$ cat src/rtl/mode_addr_decoder.sv
module mode_addr_decoder #(
  parameter int          DW         = 32,
  parameter logic [23:0] PROT_LO    = 24'h000060,
  parameter int          PROT_BYTES = 8
) (
  input  logic            clk,
  input  logic            rst_n,
  input  logic            fw_mode,
  input  logic            req_valid,
  input  logic            req_we,
  input  logic [31:0]     req_addr,
  output logic            req_ready,
  output logic            req_denied,
  output logic [DW-1:0]   req_rdata,
  output logic [8:0]      tgt_sel,
  output logic            tgt_we,
  input  logic [9*DW-1:0] tgt_rdata
);

  localparam int NREG = 9;
  localparam int SEC  = 4;
  localparam int FWR  = 7;
  localparam int SYS  = 8;
  localparam logic [24:0] WIN_LO = {1'b0, PROT_LO};
  localparam logic [24:0] WIN_HI = WIN_LO + 25'(PROT_BYTES);

  function automatic logic [7:0] prefix(input int i);
    case (i)
      0: prefix = 8'h00;
      1: prefix = 8'h40;
      2: prefix = 8'hc0;
      3: prefix = 8'hc1;
      4: prefix = 8'hc2;
      5: prefix = 8'hc3;
      6: prefix = 8'hc4;
      7: prefix = 8'hd0;
      default: prefix = 8'hff;
    endcase
  endfunction

  logic [NREG-1:0] hit, idx_q;
  logic            rdy_q, den_q, rd_q;
  logic            mapped, in_prot, blocked, allow, accept;
  logic [24:0]     ofs;

  always_comb begin
    for (int i = 0; i < NREG; i++) hit[i] = (req_addr[31:24] == prefix(i));
  end

  assign ofs     = {1'b0, req_addr[23:0]};
  assign mapped  = |hit;
  assign in_prot = hit[SYS] && (ofs >= WIN_LO) && (ofs < WIN_HI);
  assign blocked = !fw_mode && (hit[FWR] || hit[SEC] || in_prot);
  assign allow   = mapped && !blocked;
  assign accept  = req_valid && !rdy_q;

  assign tgt_sel = (accept && allow) ? hit : '0;
  assign tgt_we  = accept && allow && req_we;

  always_ff @(posedge clk) begin
    if (!rst_n) begin
      rdy_q <= 1'b0;
      den_q <= 1'b0;
      rd_q  <= 1'b0;
      idx_q <= '0;
    end else begin
      rdy_q <= accept;
      den_q <= accept && !allow;
      rd_q  <= accept && allow && !req_we;
      if (accept) idx_q <= hit;
    end
  end

  always_comb begin
    req_rdata = '0;
    for (int i = 0; i < NREG; i++)
      if (rd_q && idx_q[i]) req_rdata = req_rdata | tgt_rdata[i*DW +: DW];
  end

  assign req_ready  = rdy_q;
  assign req_denied = den_q;

  a_r2_onehot_sel: assert property (@(posedge clk) disable iff (!rst_n)
    $onehot0(tgt_sel));
  a_r2_idle_no_sel: assert property (@(posedge clk) disable iff (!rst_n)
    !req_valid |-> tgt_sel == '0);
  a_r7_ready_follows: assert property (@(posedge clk) disable iff (!rst_n)
    (req_valid && !req_ready) |=> req_ready);
  a_r7_single_pulse: assert property (@(posedge clk) disable iff (!rst_n)
    req_ready |=> !req_ready);
  a_r3_denied_reads_zero: assert property (@(posedge clk) disable iff (!rst_n)
    (req_ready && req_denied) |-> req_rdata == '0);
  a_r4_fwram_closed: assert property (@(posedge clk) disable iff (!rst_n)
    (!fw_mode && req_addr[31:24] == 8'hd0) |-> !tgt_sel[FWR]);
  a_r5_secret_closed: assert property (@(posedge clk) disable iff (!rst_n)
    (!fw_mode && req_addr[31:24] == 8'hc2) |-> !tgt_sel[SEC]);
  a_r10_we_needs_sel: assert property (@(posedge clk) disable iff (!rst_n)
    tgt_we |-> (tgt_sel != '0 && req_we));

endmodule

$ cat config.mk
export PLATFORM = sky130hd
export DESIGN_NAME = mode_addr_decoder
export DESIGN_NICKNAME = d
export VERILOG_FILES = /design/src/rtl/mode_addr_decoder.sv
export SDC_FILE = /design/constraint.sdc
export NUM_CORES = 1
export LEC_CHECK = 0
export CORE_AREA = 3 3 143 145
export CTS_CLUSTER_SIZE = 8
export DETAILED_ROUTE_END_ITERATION = 6
export DIE_AREA = 0 0 146 148
export PLACE_DENSITY = 0.58
export SLEW_MARGIN = 20
export SYNTH_ARGS = -nofsm -noshare
export SYNTH_HDL_FRONTEND = slang
export SYNTH_SLANG_ARGS = --single-unit
$ cat constraint.sdc
create_clock -name clk -period 2.25 [get_ports clk]
set_input_delay 0.3375 -clock clk [delete_from_list [all_inputs] [get_ports clk]]
set_output_delay 0.3375 -clock clk [all_outputs]
set_load 0.1 [all_outputs]
==> Yosys cells after proc, flatten, opt, wreduce, memory -nomap -nowiden <==
Cells that the tools add are included.
{ "op_classes": {"n_mux": 10, "n_eq_ne": 8, "bitwise_logic": 8, "n_lt_le_gt_ge": 2, "reduce_logical": 27} }
{ "op_table": {"columns": ["cell", "count"], "rows": [
  ["32-bit two-way mux", 9],
  ["32-bit bitwise OR", 8],
  ["8-bit == test, second input constant", 7],
  ["24-bit by 7-bit greater-or-equal comparator with 1-bit output, second input constant", 1],
  ["24-bit by 7-bit less-than comparator with 1-bit output, second input constant", 1],
  ["1-bit logical AND", 18],
  ["9-bit two-way mux", 1],
  ["9-bit OR reduction", 1],
  ["8-bit by 7-bit == test with 1-bit output, second input constant", 1],
  ["8-bit zero test", 1],
  ["1-bit zero test", 5],
  ["1-bit logical OR", 2]
]} }
{ "word_totals": {"register_bits": 12, "input_bits": 325} }

==> Depth between registers and ports, before layout <==
Gate-level depths: netlist of the first run.
{ "logic_depth": {"ltp_word": 18, "mapped_depth": 6, "depth_no_buf": 5} }

==> Worst setup path after synthesis of the first run <==
OpenSTA, ideal clock, no wires.
{ "synth_timing": {"path_kind": "flip-flop to output port", "start": "reg rdy_q (netlist: req_ready)", "end": "out tgt_sel[0]", "path_buffers": 1, "t_arrival_ns": 4.073, "slack_ns": -2.160, "stages_incl_launch_ff": 4, "cell_sequence": "dfxtp_1 nand2b_1 clkbuf_1 nor4_1"} }
{ "synth_between": {"elab_chain_cells": 4} }
{ "synth_rtl": {"columns": ["item", "line_no", "text"], "rows": [
  ["start, declared", "42", "logic rdy_q, den_q, rd_q;"],
  ["start signal, assigned", "67", "rdy_q <= accept;"],
  ["1-bit zero test", "55", "assign accept = req_valid && !rdy_q;"],
  ["1-bit logical AND", "55", null],
  ["1-bit logical AND", "57", "assign tgt_sel = (accept && allow) ? hit : '0;"],
  ["9-bit two-way mux", "57", null],
  ["end, declared", "15", "output logic [8:0] tgt_sel,"]
]} }
Every way passes these cells.

==> Worst setup path after layout of the first run <==
{ "layout_timing": {"start": "reg rd_q", "end": "out req_rdata[12]"} }
{ "layout_between": {"elab_chain_cells": 18} }
{ "layout_rtl": {"columns": ["item", "line_no", "text"], "rows": [
  ["start, declared", "42", null],
  ["start signal, assigned", "69", "rd_q <= accept && allow && !req_we;"],
  ["1-bit logical AND", "77", "if (rd_q && idx_q[i]) req_rdata = req_rdata | tgt_rdata[i*DW +: DW];"],
  ["32-bit two-way mux", "77", null],
  ["32-bit bitwise OR", "77", null],
  ["32-bit two-way mux", "77", null],
  ["32-bit bitwise OR", "77", null],
  ["32-bit two-way mux", "77", null],
  ["32-bit bitwise OR", "77", null],
  ["32-bit two-way mux", "77", null],
  ["[... 2 more ...]", null, null],
  ["32-bit bitwise OR", "77", null],
  ["32-bit two-way mux", "77", null],
  ["32-bit bitwise OR", "77", null],
  ["32-bit two-way mux", "77", null],
  ["32-bit bitwise OR", "77", null],
  ["32-bit two-way mux", "77", null],
  ["32-bit bitwise OR", "77", null],
  ["32-bit two-way mux (*)", "77", null],
  ["end, declared", "14", "output logic [DW-1:0] req_rdata,"]
]} }
Mark *: on every way between the ends. The rest lies on a longest branch, timed or not.

==> out/summary.json, run 1 <==
{
  "result_of_the_run": "finished clean",
  "r2r.worst_path.cells": 6,
  "layout.area.seq_sq_um": 248,
  "hold_path_depth": 2,
  "initial_util_pct": 12.1,
  "slowest_delay_ns": 0.39,
  "cts_num_sinks": 12,
  "remaining_drc_errors": 0,
  "critical_path.max_fanout": 31,
  "synth_warnings": 0,
  "detail_route.iter0.violations": 339,
  "critical_path.slowest_cell": "sky130_fd_sc_hd__a222oi_1",
  "drtAntennaViolNets": 0,
  "clock_pin_slew_on_the_worst_setup_and_hold_paths_ns": 0.04,
  "critPathMostFrequentCell": "sky130_fd_sc_hd__buf_12",
  "clock_tree.root_cell": "sky130_fd_sc_hd__clkbuf_16",
  "antenna_found_initial": 0,
  "floorplan.die_area_sq_um": 21600,
  "clock-skew-final_ns": 0.000705,
  "grt_util_all_layers_pct": 17.7,
  "finalCriticalPeriod_ns": 2.23,
  "synth-seq-cells": 12,
  "reg2reg_slack_ns": 0.77,
  "dr_total_vias": 4526,
  "timing.final.hold_violations": 0,
  "layout-drive-gt1-share_pct": 19.0,
  "hold_ws_ns": 0.463,
  "total_power_per_unit_cell_area_nw_per_um2": 171,
  "worst_slew_margin_rel_pct": 70.6,
  "crit-reg2reg-launch": "req_ready",
  "gpl_congestion": 0.844,
  "layout_worst_path_cycle_share_pct": 99.0,
  "syn-cell-area_sq_um": 2350,
  "yosysSeqAreaShare_pct": 10.2,
  "postSynthCellCount": 325,
  "crit_arrival_ns": 1.89,
  "ir_drop_mv": 0.223,
  "endpoint": "req_rdata[12]",
  "tritoncts.num_buffers": 3,
  "end_kind": "primary output",
  "io_pins": 369,
  "globalRoute.totalOverflow": 0,
  "area_of_the_multi_input_gates_sq_um": 2040,
  "grt_max_degree": 33,
  "timing.critical_path.required_ns": 1.91,
  "count_of_different_cell_masters_after_synthesis": 39,
  "rsz0062_at_grt": "yes",
  "startpoint": "rd_q",
  "detail_route.vias_per_cell": 4.67,
  "worstSetupPathType": "reg -> out",
  "holdCritPathClass": "reg -> reg",
  "place.port_buffers": 365,
  "grt_pass1_wl_um": 29600,
  "series_of_cell_instances_along_the_critical_path": "and2_2 > buf_12 > a222oi_1 > and3_1 > nand2_2 > buf_12",
  "drv.max_cap_violation_count": 0,
  "number_of_global_route_vias_before_repair": 4635,
  "finalCoreUtilization_pct": 38.0,
  "synth_largest_area_cell": "sky130_fd_sc_hd__a22oi_1",
  "synth_area_leaders": "sky130_fd_sc_hd__a22oi_1 (31%), sky130_fd_sc_hd__a222oi_1 (14%), sky130_fd_sc_hd__dfxtp_1 (10%)",
  "final-instance-count-excl-fill": 970,
  "syn2layout_area_growth_pct": 213,
  "drt_pre_antenna_iters": 6,
  "total_power_mw": 1.26,
  "yosysTopAreaCellShare_pct": 31.3,
  "std_cell_rows": 51,
  "max-clock-path-buffers": 2,
  "setup.worst_path.start_class": "register",
  "antennaDiodeCount": 0,
  "numPlacedInstances": 956,
  "worstHoldStart": "idx_q[4]",
  "synth.net_count": 650,
  "layout.filler_cells": 1964,
  "timing_max_transition_violations_final": 0,
  "worst_slew_pin_slew_ns": 0.442,
  "routedWlPerCell_um": 22.0,
  "ctsHtreeMaxLevel": 1,
  "core_sq_um": 19300,
  "clock_latency_ns": 0.24,
  "finalSetupViolations": 0,
  "die_h_um": 148,
  "finish.net_count": 1031,
  "power.leakage_nw": 2.64,
  "max_clock_freq_mhz": 449,
  "reg2reg_to": "idx_q[4]",
  "place_hpwl_um": 16400,
  "tritoncts_clock_tree": "done",
  "routed_wirelength_um": 21400,
  "chipWidth_um": 146,
  "syn_area_per_cell_sq_um": 7.22
}
## state kept, by name (all words and copies together), names as in the netlist
name,count
rd_q,1
req_ready,1
idx_q,9
req_denied,1
## worst min-delay path by stage
stage,to
2_1_floorplan,rd_q
3_3_place_gp,idx_q[7]
3_5_place_dp,idx_q[4]
4_1_cts,idx_q[4]
5_1_grt,idx_q[4]
6_report,idx_q[4]
## through the flow
step | area [sq um] | TNS, ns | setup WS [ns]
after floorplan | 2450 | -0.231 | -0.117
after global placement | 7070 | -0.332 | -0.123
after detailed placement | 7070 | -0.406 | -0.145
after CTS | 7260 | 0 | 0.0270
after global routing | 7340 | -0.126 | -0.0297
final | 7340 | 0 | 0.0229
## per-layer routing
layer / global-route usage (%) / part of all wire (%) / wire length [um]
met1: 20.8 / 39 / 8320
met2: 32.7 / 51 / 10900
met3: 5.15 / 9.5 / 2040
met4: 2.35 / 0.74 / 158
met5: 0 / 0 / 0
## cell usage in the layout, fill, tap and decap left out, types with 2 or more instances in the layout
cell and n:
sky130_fd_sc_hd__dfxtp_1 10, sky130_fd_sc_hd__o21a_1 3, sky130_fd_sc_hd__and2_4 8, sky130_fd_sc_hd__and2_1 2, sky130_fd_sc_hd__nand2b_1 2, sky130_fd_sc_hd__nor4_4 2
sky130_fd_sc_hd__nor2b_1 5, sky130_fd_sc_hd__nand2_2 4, sky130_fd_sc_hd__nor4_1 3, sky130_fd_sc_hd__buf_12 51, sky130_fd_sc_hd__and3_1 33, sky130_fd_sc_hd__buf_6 2
sky130_fd_sc_hd__nor2_1 4, sky130_fd_sc_hd__a21oi_1 2, sky130_fd_sc_hd__nor4b_1 2, sky130_fd_sc_hd__and2_2 2, sky130_fd_sc_hd__nand2_1 36, sky130_fd_sc_hd__dlygate4sd2_1 8
sky130_fd_sc_hd__nand4_1 2, sky130_fd_sc_hd__a222oi_1 32, sky130_fd_sc_hd__inv_1 2, sky130_fd_sc_hd__nor3_4 5, sky130_fd_sc_hd__nor2b_4 2, sky130_fd_sc_hd__buf_4 37
sky130_fd_sc_hd__clkdlybuf4s50_1 312, sky130_fd_sc_hd__nand3_1 3, sky130_fd_sc_hd__a21boi_2 2, sky130_fd_sc_hd__a22oi_1 98, sky130_fd_sc_hd__clkbuf_16 5, sky130_fd_sc_hd__dfxtp_4 2
sky130_fd_sc_hd__nor3_1 4
## repair_timing
action | CTS | global route
resized for setup | 22 | 12
gates cloned | 1 | 2
hold buffers | 0 | 0
endpoints found under the setup margin | 22 | 7
endpoints found under the hold margin | 0 | 0
buffers inserted | 6 | 1
pin swaps | 10 | 9
## cells by family after synthesis
group                     after synthesis  synth area share (%)
AOI/OAI and AO/OA                     142                  48.8
and+or+nand+nor                       129                  31.3
buffers and inverters                  41                  9.22
DFF                                    12                  10.2
xor gates and xnor gates                1                 0.373
## synth_stat cells
master / number
sky130_fd_sc_hd__a22oi_1: 98
sky130_fd_sc_hd__nand2_1: 40
sky130_fd_sc_hd__and3_1: 33
sky130_fd_sc_hd__a222oi_1: 32
sky130_fd_sc_hd__buf_2: 26
sky130_fd_sc_hd__dfxtp_1: 12
sky130_fd_sc_hd__and2_1: 11
sky130_fd_sc_hd__clkbuf_1: 8
sky130_fd_sc_hd__nor2b_1: 7
sky130_fd_sc_hd__nor3_1: 7
sky130_fd_sc_hd__nor2_1: 6
sky130_fd_sc_hd__nor4_1: 5
sky130_fd_sc_hd__buf_6: 4
sky130_fd_sc_hd__nand3_1: 3
sky130_fd_sc_hd__o21a_1: 3
sky130_fd_sc_hd__a21oi_1: 2
sky130_fd_sc_hd__inv_1: 2
sky130_fd_sc_hd__nand2b_1: 2
sky130_fd_sc_hd__nand4_1: 2
sky130_fd_sc_hd__nor3_2: 2
sky130_fd_sc_hd__nor4b_1: 2
sky130_fd_sc_hd__a21boi_0: 1
sky130_fd_sc_hd__a21boi_1: 1
sky130_fd_sc_hd__a21boi_2: 1
sky130_fd_sc_hd__a21oi_2: 1
sky130_fd_sc_hd__a2bb2oi_1: 1
sky130_fd_sc_hd__and2_0: 1
sky130_fd_sc_hd__and4_1: 1
sky130_fd_sc_hd__buf_1: 1
sky130_fd_sc_hd__nand3b_1: 1
sky130_fd_sc_hd__nand4b_4: 1
sky130_fd_sc_hd__nor3_4: 1
sky130_fd_sc_hd__nor3b_1: 1
sky130_fd_sc_hd__nor4_2: 1
sky130_fd_sc_hd__o21ai_0: 1
sky130_fd_sc_hd__o21ai_2: 1
sky130_fd_sc_hd__or2_1: 1
sky130_fd_sc_hd__or3b_4: 1
sky130_fd_sc_hd__xor2_1: 1
## power breakdown
part           switching, mW  total, mW  internal [mW]
logic                  0.160      0.685          0.525
clock network         0.0892      0.357          0.268
registers            0.00208      0.216          0.214
## critical path, delay by kind of cell, from the launching register on
kind	cells	cell delay, ns
AO/OA/AOI/OAI	1	0.39
buffers and inverters	2	0.35
flip-flops	1	0.36
AND/OR/NAND/NOR	3	0.53
## layout make-up
| class | instances | area share (%) |
|---|---|---|
| Clock buffer | 4 | 1.21 |
| Sequential cell | 12 | 3.37 |
| Multi-Input combinational cell | 272 | 27.8 |
| Inverter | 2 | 0.102 |
| Tap cell | 265 | 4.52 |
| Timing Repair Buffer | 415 | 63.0 |
Power figures use the tool's default switching activity.
==> run 2, diff against run 1 <==
ABC_CLOCK_PERIOD_IN_PS = 2250   (was default)
MAX_ROUTING_LAYER = met4   (was default)
==> run 2 against run 1 <==
Effect of this change:
- die area did not move
- flip-flop and latch count unchanged
- cell count unchanged
- register-to-register slack barely moved
- design area unchanged
- core utilization is the same
- wire length decreased by 0.19%
- clock power is essentially flat
- clock skew about the same
- critical path type unchanged
==> out/summary.json, run 2 (synthesis gave the netlist of run 1 again) <==
{
  "result_of_the_run": "finished clean",
  "globalRoute.totalOverflow": 0,
  "finalCoreUtilization_pct": 38.0,
  "worst_slew_margin_rel_pct": 71.3,
  "hold_ws_ns": 0.463,
  "mostFrequentLayoutCells": "sky130_fd_sc_hd__clkdlybuf4s50_1 (312), sky130_fd_sc_hd__a22oi_1 (98), sky130_fd_sc_hd__buf_12 (51), sky130_fd_sc_hd__buf_4 (37), sky130_fd_sc_hd__nand2_1 (36)",
  "drv.max_cap_violation_count": 0,
  "antenna_found_initial": 0,
  "layout.cells.most_common": "sky130_fd_sc_hd__clkdlybuf4s50_1",
  "finalSetupViolations": 0,
  "holdCritPathClass": "reg -> reg",
  "clock_pin_slew_on_the_worst_setup_and_hold_paths_ns": 0.04,
  "total_power_per_unit_cell_area_nw_per_um2": 171,
  "clock_tree.root_cell": "sky130_fd_sc_hd__clkbuf_16",
  "routedWlPerCell_um": 22.0,
  "total_power_mw": 1.26,
  "chipWidth_um": 146,
  "switching_share_pct": 19.9,
  "timing_max_transition_violations_final": 0,
  "detail_route.vias_per_cell": 4.66,
  "clock_latency_ns": 0.24,
  "detail_route.iter0.violations": 360,
  "numPlacedInstances": 956,
  "layout.filler_cells": 1964,
  "crit_arrival_ns": 1.88,
  "gpl_congestion": 0.857,
  "drt_pre_antenna_iters": 7,
  "floorplan.die_area_sq_um": 21600,
  "rsz0062_at_grt": "yes",
  "syn2layout_area_growth_pct": 213,
  "max_clock_freq_mhz": 450,
  "ctsHtreeMaxLevel": 1,
  "hold_buffers": 0,
  "clock-skew-final_ns": 0.000612,
  "std_cell_rows": 51,
  "largest_register_ffs": 9,
  "place.port_buffers": 365,
  "timing.critical_path.required_ns": 1.91,
  "initial_util_pct": 12.1,
  "grt_util_all_layers_pct": 18.2,
  "cell_internal_pwr_mw": 1.01,
  "grt_pass1_wl_um": 29500,
  "power.leakage_nw": 2.64,
  "clock_power_share_pct": 28.4,
  "place_hpwl_um": 16400,
  "hold_path_depth": 2,
  "critical_path.max_fanout": 31,
  "seq_power_share_pct": 17.2,
  "grt_max_degree": 33,
  "final-instance-count-excl-fill": 970,
  "number_of_global_route_vias_before_repair": 4641,
  "switching_power_mw": 0.251,
  "routed_wirelength_um": 21300,
  "finalCriticalPeriod_ns": 2.22,
  "layout_worst_path_cycle_share_pct": 98.8,
  "post_dp_cell_area_sq_um": 7070,
  "tritoncts.num_buffers": 3,
  "dr_total_vias": 4524,
  "design_area_sq_um": 7340,
  "worstSetupPathType": "reg -> out",
  "core_sq_um": 19300,
  "die_h_um": 148,
  "layout-drive-gt1-share_pct": 19.0,
  "drtAntennaViolNets": 0,
  "io_pins": 369,
  "antennaDiodeCount": 0,
  "r2r.worst_path.cells": 6,
  "tritoncts_clock_tree": "done",
  "end_kind": "primary output",
  "combinationalPowerShare_pct": 54.4,
  "largest-register": "idx_q",
  "worst_slew_pin_slew_ns": 0.431,
  "ir_drop_mv": 0.223,
  "max-clock-path-buffers": 2,
  "remaining_drc_errors": 0,
  "cts_num_sinks": 12,
  "finish.net_count": 1031,
  "timing.final.hold_violations": 0,
  "setup.worst_path.start_class": "register"
}
[run 2: cell counts in the layout (fill, tap and decap cells not counted)]
No cell type changed its count.
[run 2: final cells by class]
| cell class | count | area [sq um] | area share (%) |
|---|---|---|---|
| repair buffers | 415 | 4620 | 63.0 |
| multi-input cells | 272 | 2040 | 27.8 |
| well taps | 265 | 332 | 4.52 |
| flip-flops and latches | 12 | 248 | 3.37 |
| clock buffers | 4 | 88.8 | 1.21 |
| inverters | 2 | 7.51 | 0.102 |
[run 2: power groups by stage]
stage	Clock [mW]	Combinational (mW)	Sequential, mW
global placement	0	0.668	0.221
global route	0.382	0.720	0.216
CTS	0.367	0.684	0.216
finish	0.357	0.685	0.216
detailed placement	0	0.674	0.221
floorplan	0	0.0476	0.236
[run 2: final timing paths]
kind                                 endpoint  slack [ns]  startpoint
worst min-delay path                 idx_q[4]        0.46    idx_q[4]
worst max-delay path            req_rdata[12]        0.03        rd_q
worst min register to register       idx_q[4]        0.46    idx_q[4]
worst max register to register       idx_q[4]        0.77   req_ready
[run 2: metal layers]
| layer | track usage [%] | vias up | part of all wire, % |
|---|---|---|---|
| met2 | 32.6 | 260 | 51 |
| li1 | - | 2108 | - |
| met1 | 21.0 | 2146 | 39 |
| met5 | - | - | 0 |
| met4 | 2.35 | 0 | 0.68 |
| met3 | 5.06 | 10 | 9.0 |
[run 2: worst max-delay path: stages (launching register included)]
cell	delay (ns)
sky130_fd_sc_hd__dfxtp_4	0.36
sky130_fd_sc_hd__and2_2	0.21
sky130_fd_sc_hd__buf_12	0.18
sky130_fd_sc_hd__a222oi_1	0.39
sky130_fd_sc_hd__and3_1	0.25
sky130_fd_sc_hd__nand2_2	0.07
sky130_fd_sc_hd__buf_12	0.17
[run 2: metrics by stage]
step                      worst slack, ns  setup TNS, ns
after global routing              -0.0300         -0.126
after floorplan                    -0.117         -0.231
after detailed placement           -0.145         -0.406
final                              0.0277              0
after global placement             -0.123         -0.332
after CTS                          0.0270              0
[run 2: timing repair]
action | in CTS | in global routing
setup buffers | 6 | 1
hold endpoints to repair | 0 | 0
cloned | 1 | 2
gates resized for setup | 22 | 12
pin swaps | 10 | 9
endpoints found under the setup margin | 22 | 7
==> run 3, diff against run 2 <==
CAP_MARGIN = 25   (was default)
==> results of run 3 <==
No change in the layout: final DEF, timing and power equal those of run 2.
